File: src/rtl/sp_bank_pkg.sv
package sp_bank_pkg;
  typedef enum logic [1:0] {
    SRC_HOLD  = 2'd0,
    SRC_CTRL  = 2'd1,
    SRC_RET   = 2'd2,
    SRC_ENTRY = 2'd3
  } sel_src_e;

  localparam int unsigned BANK_MAIN = 0;
  localparam int unsigned BANK_PROC = 1;
  localparam int unsigned NUM_BANKS = 2;
endpackage

File: src/rtl/sp_word_reg.sv
module sp_word_reg #(
  parameter int unsigned DATA_W     = 32,
  parameter int unsigned ALIGN_BITS = 2
) (
  input  logic              clk,
  input  logic              rst_n,
  input  logic              load_en,
  input  logic [DATA_W-1:0] load_val,
  output logic [DATA_W-1:0] q
);
  localparam int unsigned HI_W = DATA_W - ALIGN_BITS;

  logic [HI_W-1:0] hi_q;
  logic [HI_W-1:0] hi_d;
  logic            unused_low;

  assign unused_low = ^load_val[ALIGN_BITS-1:0];

  always_comb begin
    hi_d = hi_q;
    if (load_en) begin
      hi_d = load_val[DATA_W-1:ALIGN_BITS];
    end
  end

  always_ff @(posedge clk or negedge rst_n) begin
    if (!rst_n) begin
      hi_q <= '0;
    end else begin
      hi_q <= hi_d;
    end
  end

  assign q = {hi_q, {ALIGN_BITS{1'b0}}};


  hold_value_chk: assert property (@(posedge clk) disable iff (!rst_n)
    !load_en |=> $stable(q));
endmodule

File: src/rtl/sp_sel_ctrl.sv
module sp_sel_ctrl
  import sp_bank_pkg::*;
(
  input  logic clk,
  input  logic rst_n,
  input  logic in_handler,
  input  logic ctrl_wr_en,
  input  logic ctrl_sel_in,
  input  logic exc_entry,
  input  logic exc_return,
  input  logic ret_to_thread,
  input  logic ret_use_proc,
  output logic sel
);
  sel_src_e src;
  logic     sel_d;

  always_comb begin
    if (exc_entry) begin
      src = SRC_ENTRY;
    end else if (exc_return) begin
      src = SRC_RET;
    end else if (ctrl_wr_en && !in_handler) begin
      src = SRC_CTRL;
    end else begin
      src = SRC_HOLD;
    end
  end

  always_comb begin
    case (src)
      SRC_ENTRY: sel_d = 1'b0;
      SRC_RET:   sel_d = ret_to_thread & ret_use_proc;
      SRC_CTRL:  sel_d = ctrl_sel_in;
      default:   sel_d = sel;
    endcase
  end

  always_ff @(posedge clk or negedge rst_n) begin
    if (!rst_n) begin
      sel <= 1'b0;
    end else begin
      sel <= sel_d;
    end
  end


  entry_clear_chk: assert property (@(posedge clk) disable iff (!rst_n)
    exc_entry |=> !sel);


  handler_ctrl_ignore_chk: assert property (@(posedge clk) disable iff (!rst_n)
    (ctrl_wr_en && in_handler && !exc_entry && !exc_return) |=> $stable(sel));


  ret_process_chk: assert property (@(posedge clk) disable iff (!rst_n)
    (exc_return && !exc_entry && ret_to_thread && ret_use_proc) |=> sel);
endmodule

File: src/rtl/sp_bank.sv
module sp_bank
  import sp_bank_pkg::*;
#(
  parameter int unsigned DATA_W        = 32,
  parameter int unsigned ALIGN_BITS    = 2,
  parameter int unsigned CTRL_SEL_BIT  = 1,
  parameter int unsigned RET_STACK_BIT = 2,
  parameter int unsigned RET_MODE_BIT  = 3
) (
  input  logic              clk,
  input  logic              rst_n,
  input  logic [DATA_W-1:0] boot_sp,
  input  logic              in_handler,
  input  logic              sp_wr_en,
  input  logic [DATA_W-1:0] sp_wr_data,
  input  logic              ctrl_wr_en,
  input  logic [DATA_W-1:0] ctrl_wr_data,
  input  logic              exc_entry,
  input  logic              exc_return,
  input  logic [DATA_W-1:0] exc_ret_value,
  output logic [DATA_W-1:0] sp_rd_data,
  output logic [DATA_W-1:0] ctrl_rd_data
);
  localparam int unsigned HI_W = DATA_W - ALIGN_BITS;

  logic              boot_pend;
  logic              boot_pend_d;
  logic              sel;
  logic              use_proc;
  logic [NUM_BANKS-1:0]             bank_load;
  logic [NUM_BANKS-1:0][DATA_W-1:0] bank_val;
  logic [NUM_BANKS-1:0][DATA_W-1:0] bank_q;
  logic              unused_in;

  assign unused_in = ^{ctrl_wr_data, exc_ret_value};

  // Boot load happens on the first edge after reset release
  always_comb begin
    boot_pend_d = boot_pend;
    if (boot_pend) begin
      boot_pend_d = 1'b0;
    end
  end

  always_ff @(posedge clk or negedge rst_n) begin
    if (!rst_n) begin
      boot_pend <= 1'b1;
    end else begin
      boot_pend <= boot_pend_d;
    end
  end

  sp_sel_ctrl u_sel (
    .clk           (clk),
    .rst_n         (rst_n),
    .in_handler    (in_handler),
    .ctrl_wr_en    (ctrl_wr_en),
    .ctrl_sel_in   (ctrl_wr_data[CTRL_SEL_BIT]),
    .exc_entry     (exc_entry),
    .exc_return    (exc_return),
    .ret_to_thread (exc_ret_value[RET_MODE_BIT]),
    .ret_use_proc  (exc_ret_value[RET_STACK_BIT]),
    .sel           (sel)
  );

  assign use_proc = !in_handler && sel;

  always_comb begin
    bank_load[BANK_MAIN] = boot_pend || (sp_wr_en && !use_proc);
    bank_val[BANK_MAIN]  = boot_pend ? boot_sp : sp_wr_data;
    bank_load[BANK_PROC] = sp_wr_en && use_proc;
    bank_val[BANK_PROC]  = sp_wr_data;
  end

  for (genvar b = 0; b < NUM_BANKS; b++) begin : g_bank
    sp_word_reg #(
      .DATA_W     (DATA_W),
      .ALIGN_BITS (ALIGN_BITS)
    ) u_reg (
      .clk      (clk),
      .rst_n    (rst_n),
      .load_en  (bank_load[b]),
      .load_val (bank_val[b]),
      .q        (bank_q[b])
    );
  end

  assign sp_rd_data   = use_proc ? bank_q[BANK_PROC] : bank_q[BANK_MAIN];
  assign ctrl_rd_data = DATA_W'(sel) << CTRL_SEL_BIT;


  boot_load_chk: assert property (@(posedge clk) disable iff (!rst_n)
    boot_pend |=> bank_q[BANK_MAIN] == {$past(boot_sp[DATA_W-1:ALIGN_BITS]), {ALIGN_BITS{1'b0}}});


  handler_main_chk: assert property (@(posedge clk) disable iff (!rst_n)
    (sp_wr_en && in_handler && !boot_pend) |=>
      bank_q[BANK_MAIN] == {$past(sp_wr_data[DATA_W-1:ALIGN_BITS]), {ALIGN_BITS{1'b0}}});


  bank_hi_w_chk: assert property (@(posedge clk) disable iff (!rst_n)
    (sp_wr_en && !boot_pend) |=> sp_rd_data[ALIGN_BITS-1:0] == '0);

  logic [HI_W-1:0] unused_hi;
  assign unused_hi = '0;
endmodule

File: config.mk
export PLATFORM = sky130hd
export DESIGN_NAME = sp_bank
export DESIGN_NICKNAME = d
export VERILOG_FILES = /design/src/rtl/sp_bank_pkg.sv /design/src/rtl/sp_word_reg.sv /design/src/rtl/sp_sel_ctrl.sv /design/src/rtl/sp_bank.sv
export SDC_FILE = /design/constraint.sdc
export NUM_CORES = 1
export LEC_CHECK = 0
export BUFFER_PORTS_ARGS = -buffer_cell sky130_fd_sc_hd__clkbuf_2
export CAP_MARGIN = 0
export CORE_MARGIN = 3
export CORE_UTILIZATION = 48
export DETAILED_ROUTE_END_ITERATION = 6
export MAX_ROUTING_LAYER = met4
export PLACE_DENSITY = 0.95
export SLEW_MARGIN = 10
export SYNTH_ARGS = -nofsm -noshare
export SYNTH_HDL_FRONTEND = slang
export SYNTH_SLANG_ARGS = --single-unit
File: constraint.sdc
create_clock -name clk -period 3.1 [get_ports clk]
set_clock_uncertainty 0.05 [all_clocks]
set_input_delay 0.155 -clock clk [delete_from_list [all_inputs] [get_ports clk]]
set_output_delay 0.155 -clock clk [all_outputs]
set_load 0.005 [all_outputs]
; ---- After elaboration in Yosys (flattened, before gate mapping)
; Cells that the tools add are included.
[op_classes]
eq_ne = 3
mux = 6
bitwise_logic = 1
reduce_logical = 8
[ops]
columns = op, count
row1 = $mux W32, 2
row2 = $eq A2 B2 Y1 const B, 2
row3 = $logic_and A1 B1 Y1, 4
row4 = $mux W2, 2
row5 = $pmux W1 S3, 1
row6 = $reduce_bool A3 Y1, 1
row7 = $eq A2 B1 Y1 const B, 1
row8 = $logic_not A1 Y1, 2
row9 = $and A1 B1 Y1, 1
row10 = $logic_or A1 B1 Y1, 1
row11 = $mux W1, 1
[totals]
reg_bits = 62
out_inout_bits = 64
wordCells = 22

; ---- Depth between registers and ports, before layout
; Gate-level depths: netlist (run 1).
[depth]
ltp_word = 7
ltp_mapped = 7
ltp_nobuf = 7

; ---- Modules after synthesis
; A second synthesis (run 1) with hierarchy kept.
[unflattened]
hier_cells = 255
hier_area_um2 = 3813.7
[by_module_without_submodules]
columns = module, instances, cells_per_inst, area_each_um2, seq_area_each_um2
row1 = sp_word_reg, 2, 66, 1253.7, 750.7
row2 = sp_bank, 1, 110, 1189.9, 26.3
row3 = sp_sel_ctrl, 1, 13, 116.4, 25.0

; ---- Worst setup path after synthesis (run 1)
; Ideal clock, no wire load.
[synth_path]
kind = reg-to-reg
from = register u_sel.sel
to = register g_bank[1].u_reg.hi_q[0]
setup_time_ns = 0.125
t_arrival_ns = 1.182
required_ns = 2.925
slack_ns = 1.743
stages_incl_launch_ff = 6
n_path_buf = 2
cell_sequence = dfrtp_1 nor2b_1 buf_4 nand2_4 buf_6 mux2_4
[synth_between]
elab_chain_len = 2
[synth_rtl]
columns = element, line
row1 = "start, declared", sp_sel_ctrl.sv:13  ; output logic sel
row2 = "start signal, assigned", sp_sel_ctrl.sv:43  ; sel <= sel_d;
row3 = $logic_and A1 B1 Y1, sp_bank.sv:66  ; assign use_proc = !in_handler && sel;
row4 = $logic_and A1 B1 Y1, sp_bank.sv:71  ; bank_load[BANK_PROC] = sp_wr_en && use_proc;
row5 = "end signal, assigned", sp_word_reg.sv:30  ; hi_q <= hi_d;
row6 = "end, declared", sp_word_reg.sv:13  ; logic [HI_W-1:0] hi_q;
; Every way passes these cells.
; A chain may end at the register's enable or synchronous reset.

; ---- Final worst setup path (run 1)
[layout_path]
from = register u_sel.sel
to = output sp_rd_data[25]
[layout_between]
elab_chain_len = 2
[layout_rtl]
columns = element, line
row1 = $logic_and A1 B1 Y1, sp_bank.sv:66
row2 = $mux W32, sp_bank.sv:88  ; assign sp_rd_data = use_proc ? bank_q[BANK_PROC] : bank_q[BANK_MAIN];
row3 = "end, declared", sp_bank.sv:21  ; output logic [DATA_W-1:0] sp_rd_data,
; Every way passes these cells.

==> flow_metrics.env, run 1 <==
export IMPL_critPathSlowestCell="nor2b_4"
export IMPL_required_ps=2890
export IMPL_p_leak_nw=2.18
export IMPL_rsz0062_at_grt="false"
export IMPL_setup_viol=0
export IMPL_boundaryPins=199
export IMPL_numCtsBuffers=9
export IMPL_synth_warnings=0
export IMPL_outcome="finished, final reports clean"
export IMPL_critical_path_top_delay_family="simple AND/OR/NAND/NOR gates"
export IMPL_die_h_um=91.8
export IMPL_antenna_cells=0
export IMPL_grt_pass1_vias=2852
export IMPL_critPathKind="flop to primary output"
export IMPL_via_per_inst=5.07
export IMPL_grt_pass1_wl_um=13500
export IMPL_pre_cts_slack_ps=958
export IMPL_min_to="g_bank[0].u_reg.hi_q[14]"
export IMPL_io_buffers=100
export IMPL_max_clock_path_buffers=2
export IMPL_cp_end_kind="primary output"
export IMPL_drive_above_1_share_pct=32.1
export IMPL_cp_cell_sequence="nor2b_4 > buf_4 > nand2_1 > nand2_1 > clkbuf_2"
export IMPL_drv_cap=0
export IMPL_clock_latency_ps=320
export IMPL_cp_max_fo=32
export IMPL_gp_congestion=0.695
export IMPL_drt_iter0_drc=149
export IMPL_rows=30
export IMPL_cts_setup_buffers=0
export IMPL_die_x_um=91.8
export IMPL_dp_cells=550
export IMPL_r2r_end="g_bank[1].u_reg.hi_q[18]"
export IMPL_r2r_slack_ps=960
export IMPL_grt_total_usage_pct=20.3
export IMPL_finalHoldViolations=0
export IMPL_dieArea_um2=8420
export IMPL_ys_ff_latch=62
export IMPL_hold_path_class="input pin to flop"
export IMPL_grt_overflow_total=0
export IMPL_powerDensity_nw_per_um2=555
export IMPL_antenna_found_initial=0
export IMPL_placed_area_um2=3900
export IMPL_cts_max_level=3
export IMPL_grt_max_degree=61
export IMPL_crit_top_cell="nand2_1"
export IMPL_holdPathStages=3
export IMPL_critPathBufInv=2
export IMPL_hpwl_um=5340
export IMPL_vias=2874
export IMPL_final_cells=567
export IMPL_cts_resized=0
export IMPL_r2r_start="u_sel.sel"
export IMPL_layout_common_cells="100 x clkbuf_2, 92 x nand2_1, 61 x dfrtp_1"
export IMPL_antenna_left=0
export IMPL_cts_sinks=62
export IMPL_cts_tree="done"
export IMPL_slew_viol_final=0
export IMPL_final_area_um2=4120
export IMPL_slew_headroom_pct=20.5
export IMPL_drc=0
export IMPL_synth_area_um2=3530
export IMPL_min_period_ps=2250
export IMPL_worstMarginPinSlew_ps=1190
export IMPL_mostFrequentLayoutCell="clkbuf_2"
export IMPL_critical_path_arrival_ps=2040
export IMPL_worstHoldStart="boot_sp[16]"
export IMPL_routedWlPerCell_um=14.3
export IMPL_drtPass1Iterations=4
export IMPL_yosysSeqAreaShare_pct=44.0
export IMPL_ir_worst_vdd_mv=0.318
export IMPL_hold_ws_ps=20.4
export IMPL_core_um2=6940
export IMPL_clkSlewWorstSetupHoldPaths_ps=80
export IMPL_synth_cells=383
export IMPL_syn_to_final_growth_pct=16.7
export IMPL_synth_area_per_cell_um2=9.22
export IMPL_final_nets=604
export IMPL_start_kind="flop"
export IMPL_postLayoutSetupSlackWorst_ps=850
export IMPL_fmax_mhz=444
export IMPL_start_util_pct=50.8
export IMPL_period_share_pct=72.6
export IMPL_clock_root_buffer="clkbuf_8"
export IMPL_r2r_cells=3
export IMPL_tns_ps=0
export IMPL_cpPeakStageDelay_ps=580
export IMPL_drt_wl_total_um=8100
export IMPL_synth_cell_types=19
-- cells in the mapped netlist, drive strengths merged --
cell type	number	share of area (%)
conb	1	0.11
buf	45	9.4
dfrtp	61	43
a31oi	30	5.3
clkbuf	19	2.0
dfstp	1	0.74
a21oi	31	4.4
nand2	93	10
nor2b	31	5.5
nor2	2	0.21
ha	3	1.1
o21ai	31	4.4
nand2b	1	0.18
mux2	30	13
inv	3	0.32
a32o	1	0.28
-- cells by family (layout without fill, tap and decap cells) --
group	count (synthesis)	count (layout)	share of synthesized area, %
DFF	62	62	44.0
AOI/OAI and AO/OA	93	93	14.4
adders and majority gates	3	3	1.06
buffers and inverters	67	122	11.7
muxes	30	30	12.8
and+or+nand+nor	127	127	16.0
other	1	34	0.106
-- how the worst max path moves through the flow --
stage               from                       end  slack, ps  cells after the start
6_report       u_sel.sel            sp_rd_data[25]        850                      5
5_1_grt        u_sel.sel            sp_rd_data[29]        660                      5
4_1_cts        u_sel.sel            sp_rd_data[25]        820                      5
3_5_place_dp   u_sel.sel  g_bank[1].u_reg.hi_q[28]        960                      3
3_3_place_gp   u_sel.sel  g_bank[1].u_reg.hi_q[23]        980                      3
2_1_floorplan  u_sel.sel   g_bank[1].u_reg.hi_q[0]       1740                      5
-- power by group --
group          internal [mW]  switching [mW]
clock network          0.452           0.322
registers              0.963          0.0923
logic                  0.270           0.188
total                   1.69           0.603
-- sequential cells by signal (all words and copies together) (netlist names) --
| name | flops |
|---|---|
| boot_pend | 1 |
| g_bank.u_reg.hi_q | 60 |
| u_sel.sel | 1 |
-- worst register-to-register path: stages, from the launching register on --
cell,delay (ps)
dfrtp_1,410
nor2b_4,580
nand2_4,490
mux2_4,490
-- cell type report --
class | instances | area (µm²)
repair buffers | 103 | 526
clock buffers | 10 | 128
multi-input cells | 287 | 1700
flip-flops and latches | 62 | 1550
clock inverters | 6 | 86.3
fillers | 617 | 2820
inverters | 3 | 11.3
well taps | 96 | 120
-- timing repair --
| action | CTS | global route |
|---|---|---|
| hold endpoints to repair | 30 | 0 |
| hold buffers | 1 | 0 |
| endpoints found under the setup margin | 0 | 0 |
-- per-stage QoR --
step | power, mW | util [%]
3_3_place_gp | 1.50 | 56.1
5_1_grt | 2.42 | 59.4
6_report | 2.29 | 59.4
2_1_floorplan | 1.39 | -
4_1_cts | 2.31 | 59.4
3_5_place_dp | 1.53 | 56.1
-- layer usage --
| metal | routed length [µm] | vias to the layer above | track usage [%] |
|---|---|---|---|
| met4 | 87 | 0 | 6.44 |
| met3 | 498 | 10 | 3.36 |
| met1 | 3660 | 1363 | 26.6 |
| li1 | - | 1383 | - |
| met2 | 3860 | 118 | 32.5 |
| met5 | 0 | - | - |
No activity file was read; power rests on OpenSTA's default activity.
==> run 2, diff against run 1 <==
- CORE_UTILIZATION: 48 -> 45
- PLACE_DENSITY: 0.95 -> 0.93
- clock period: 3.1 -> 2.2 ns (I/O delays scaled with it)
==> flow_metrics.env, run 2 (synthesized netlist as in run 1, its figures left out) <==
export IMPL_drtPass1Iterations=4
export IMPL_multi_input_area_um2=1700
export IMPL_holdPathStages=3
export IMPL_die_x_um=94.6
export IMPL_final_nets=661
export IMPL_io_buffers=100
export IMPL_powerDensity_nw_per_um2=692
export IMPL_crit_top_cell="nand2_1"
export IMPL_fillerInstances=591
export IMPL_drt_wl_total_um=9750
export IMPL_boundaryPins=199
export IMPL_grt_pass1_wl_um=15800
export IMPL_die_h_um=94.6
export IMPL_cp_end_kind="primary output"
export IMPL_dieArea_um2=8950
export IMPL_slew_viol_final=0
export IMPL_fmax_mhz=523
export IMPL_p_total_mw=3.25
export IMPL_critPathKind="flop to primary output"
export IMPL_critPathSlowestCell="nand2b_2"
export IMPL_via_per_inst=5.19
export IMPL_p_leak_nw=2.42
export IMPL_rsz0062_at_grt="false"
export IMPL_drv_cap=0
export IMPL_cts_max_level=3
export IMPL_vias=3238
export IMPL_start_kind="flop"
export IMPL_worstMarginPinSlew_ps=870
export IMPL_use_met2_pct=39.9
export IMPL_min_period_ps=1910
export IMPL_max_clock_path_buffers=2
export IMPL_numCtsBuffers=9
export IMPL_met3_usage_pct=5.10
export IMPL_critical_path_arrival_ps=1750
export IMPL_start_util_pct=47.4
export IMPL_tns_ps=0
export IMPL_grt_total_usage_pct=23.1
export IMPL_use_met1_pct=26.0
export IMPL_clkSlewWorstSetupHoldPaths_ps=70
export IMPL_mostFrequentLayoutCell="clkbuf_2"
export IMPL_syn_to_final_growth_pct=32.9
export IMPL_largest_register="g_bank.u_reg.hi_q"
export IMPL_reg_top3="g_bank.u_reg.hi_q x60, boot_pend x1, u_sel.sel x1"
export IMPL_drive_above_1_share_pct=29.1
export IMPL_layout_common_cells="100 x clkbuf_2, 92 x nand2_1, 61 x dfrtp_1"
export IMPL_drc=0
export IMPL_clock_root_buffer="clkbuf_8"
export IMPL_outcome="finished, final reports clean"
export IMPL_antenna_left=0
export IMPL_r2r_cells=3
export IMPL_slew_headroom_pct=42.0
export IMPL_largest_register_ffs=60
export IMPL_setup_viol=0
export IMPL_busiest_layer="met2"
export IMPL_antenna_cells=0
export IMPL_required_ps=2040
export IMPL_cts_setup_buffers=0
export IMPL_grt_overflow_total=0
export IMPL_grt_pass1_vias=3348
export IMPL_gp_congestion=0.707
export IMPL_cp_cell_sequence="nand2b_2 > buf_12 > nand2_1 > nand2_1 > clkbuf_2"
export IMPL_finalHoldViolations=0
export IMPL_rows=31
export IMPL_drt_iter0_drc=194
export IMPL_cpPeakStageDelay_ps=460
export IMPL_cts_tree="done"
export IMPL_routedWlPerCell_um=15.6
export IMPL_final_cells=624
export IMPL_core_um2=7450
export IMPL_cts_sinks=62
export IMPL_hpwl_um=5580
export IMPL_regArea_um2=1550
export IMPL_period_share_pct=86.9
export IMPL_antenna_found_initial=0
export IMPL_hold_ws_ps=2.74
export IMPL_clock_latency_ps=320
export IMPL_grt_max_degree=63
export IMPL_hold_path_class="input pin to flop"
export IMPL_dp_cells=557
export IMPL_ir_worst_vdd_mv=0.320
export IMPL_cp_max_fo=34
==> run 2: layout make-up <==
type / instances / share of cell area [%]
clock inverter: 1 / 0.640
timing repair buffer: 160 / 23.7
multi-input combinational: 287 / 36.2
clock buffer: 12 / 3.52
inverter: 3 / 0.240
tap: 99 / 2.64
sequential: 62 / 33.1
==> run 2: metrics by stage <==
step | utilization [%] | setup slack (ps) | area, µm²
after global placement | 53.1 | 523 | 3960
after CTS | 63.0 | 286 | 4690
final | 63.0 | 289 | 4690
after global routing | 63.0 | 141 | 4690
after floorplan | - | 843 | 3650
after detailed placement | 53.1 | 488 | 3960
==> run 2: worst max-delay path, delay by kind of cell, from the launching register on <==
| family | cells | cell delay (ps) |
|---|---|---|
| and+or+nand+nor | 3 | 620 |
| DFF | 1 | 420 |
| buffers and inverters | 2 | 380 |
==> run 2: layer usage <==
metal | part of all wire, % | routed length, µm
met3 | 6.4 | 620
met1 | 39 | 3840
met4 | 2.8 | 271
met5 | 0 | 0
met2 | 52 | 5020
==> run 2: timing repair <==
action	4_1_cts	5_1_grt
hold buffers	54	0
gates resized for setup	0	0
hold endpoints to repair	114	0
==> run 2: final timing paths <==
kind                                          startpoint                  endpoint  slack, ps
max in group asynchronous                          rst_n  g_bank[0].u_reg.hi_q[28]       1120
min in group asynchronous                          rst_n  g_bank[1].u_reg.hi_q[15]        440
worst max register to register                 u_sel.sel  g_bank[1].u_reg.hi_q[23]        600
worst max-delay path                           u_sel.sel            sp_rd_data[30]        290
worst min register to register  g_bank[1].u_reg.hi_q[20]  g_bank[1].u_reg.hi_q[20]        460
worst min-delay path                         boot_sp[25]  g_bank[0].u_reg.hi_q[23]          3
==> run 2: power by group <==
part / internal [mW] / leakage, nW / switching (mW)
sequential: 1.36 / 0.748 / 0.128
combinational: 0.449 / 1.57 / 0.301
clock: 0.598 / 0.100 / 0.413
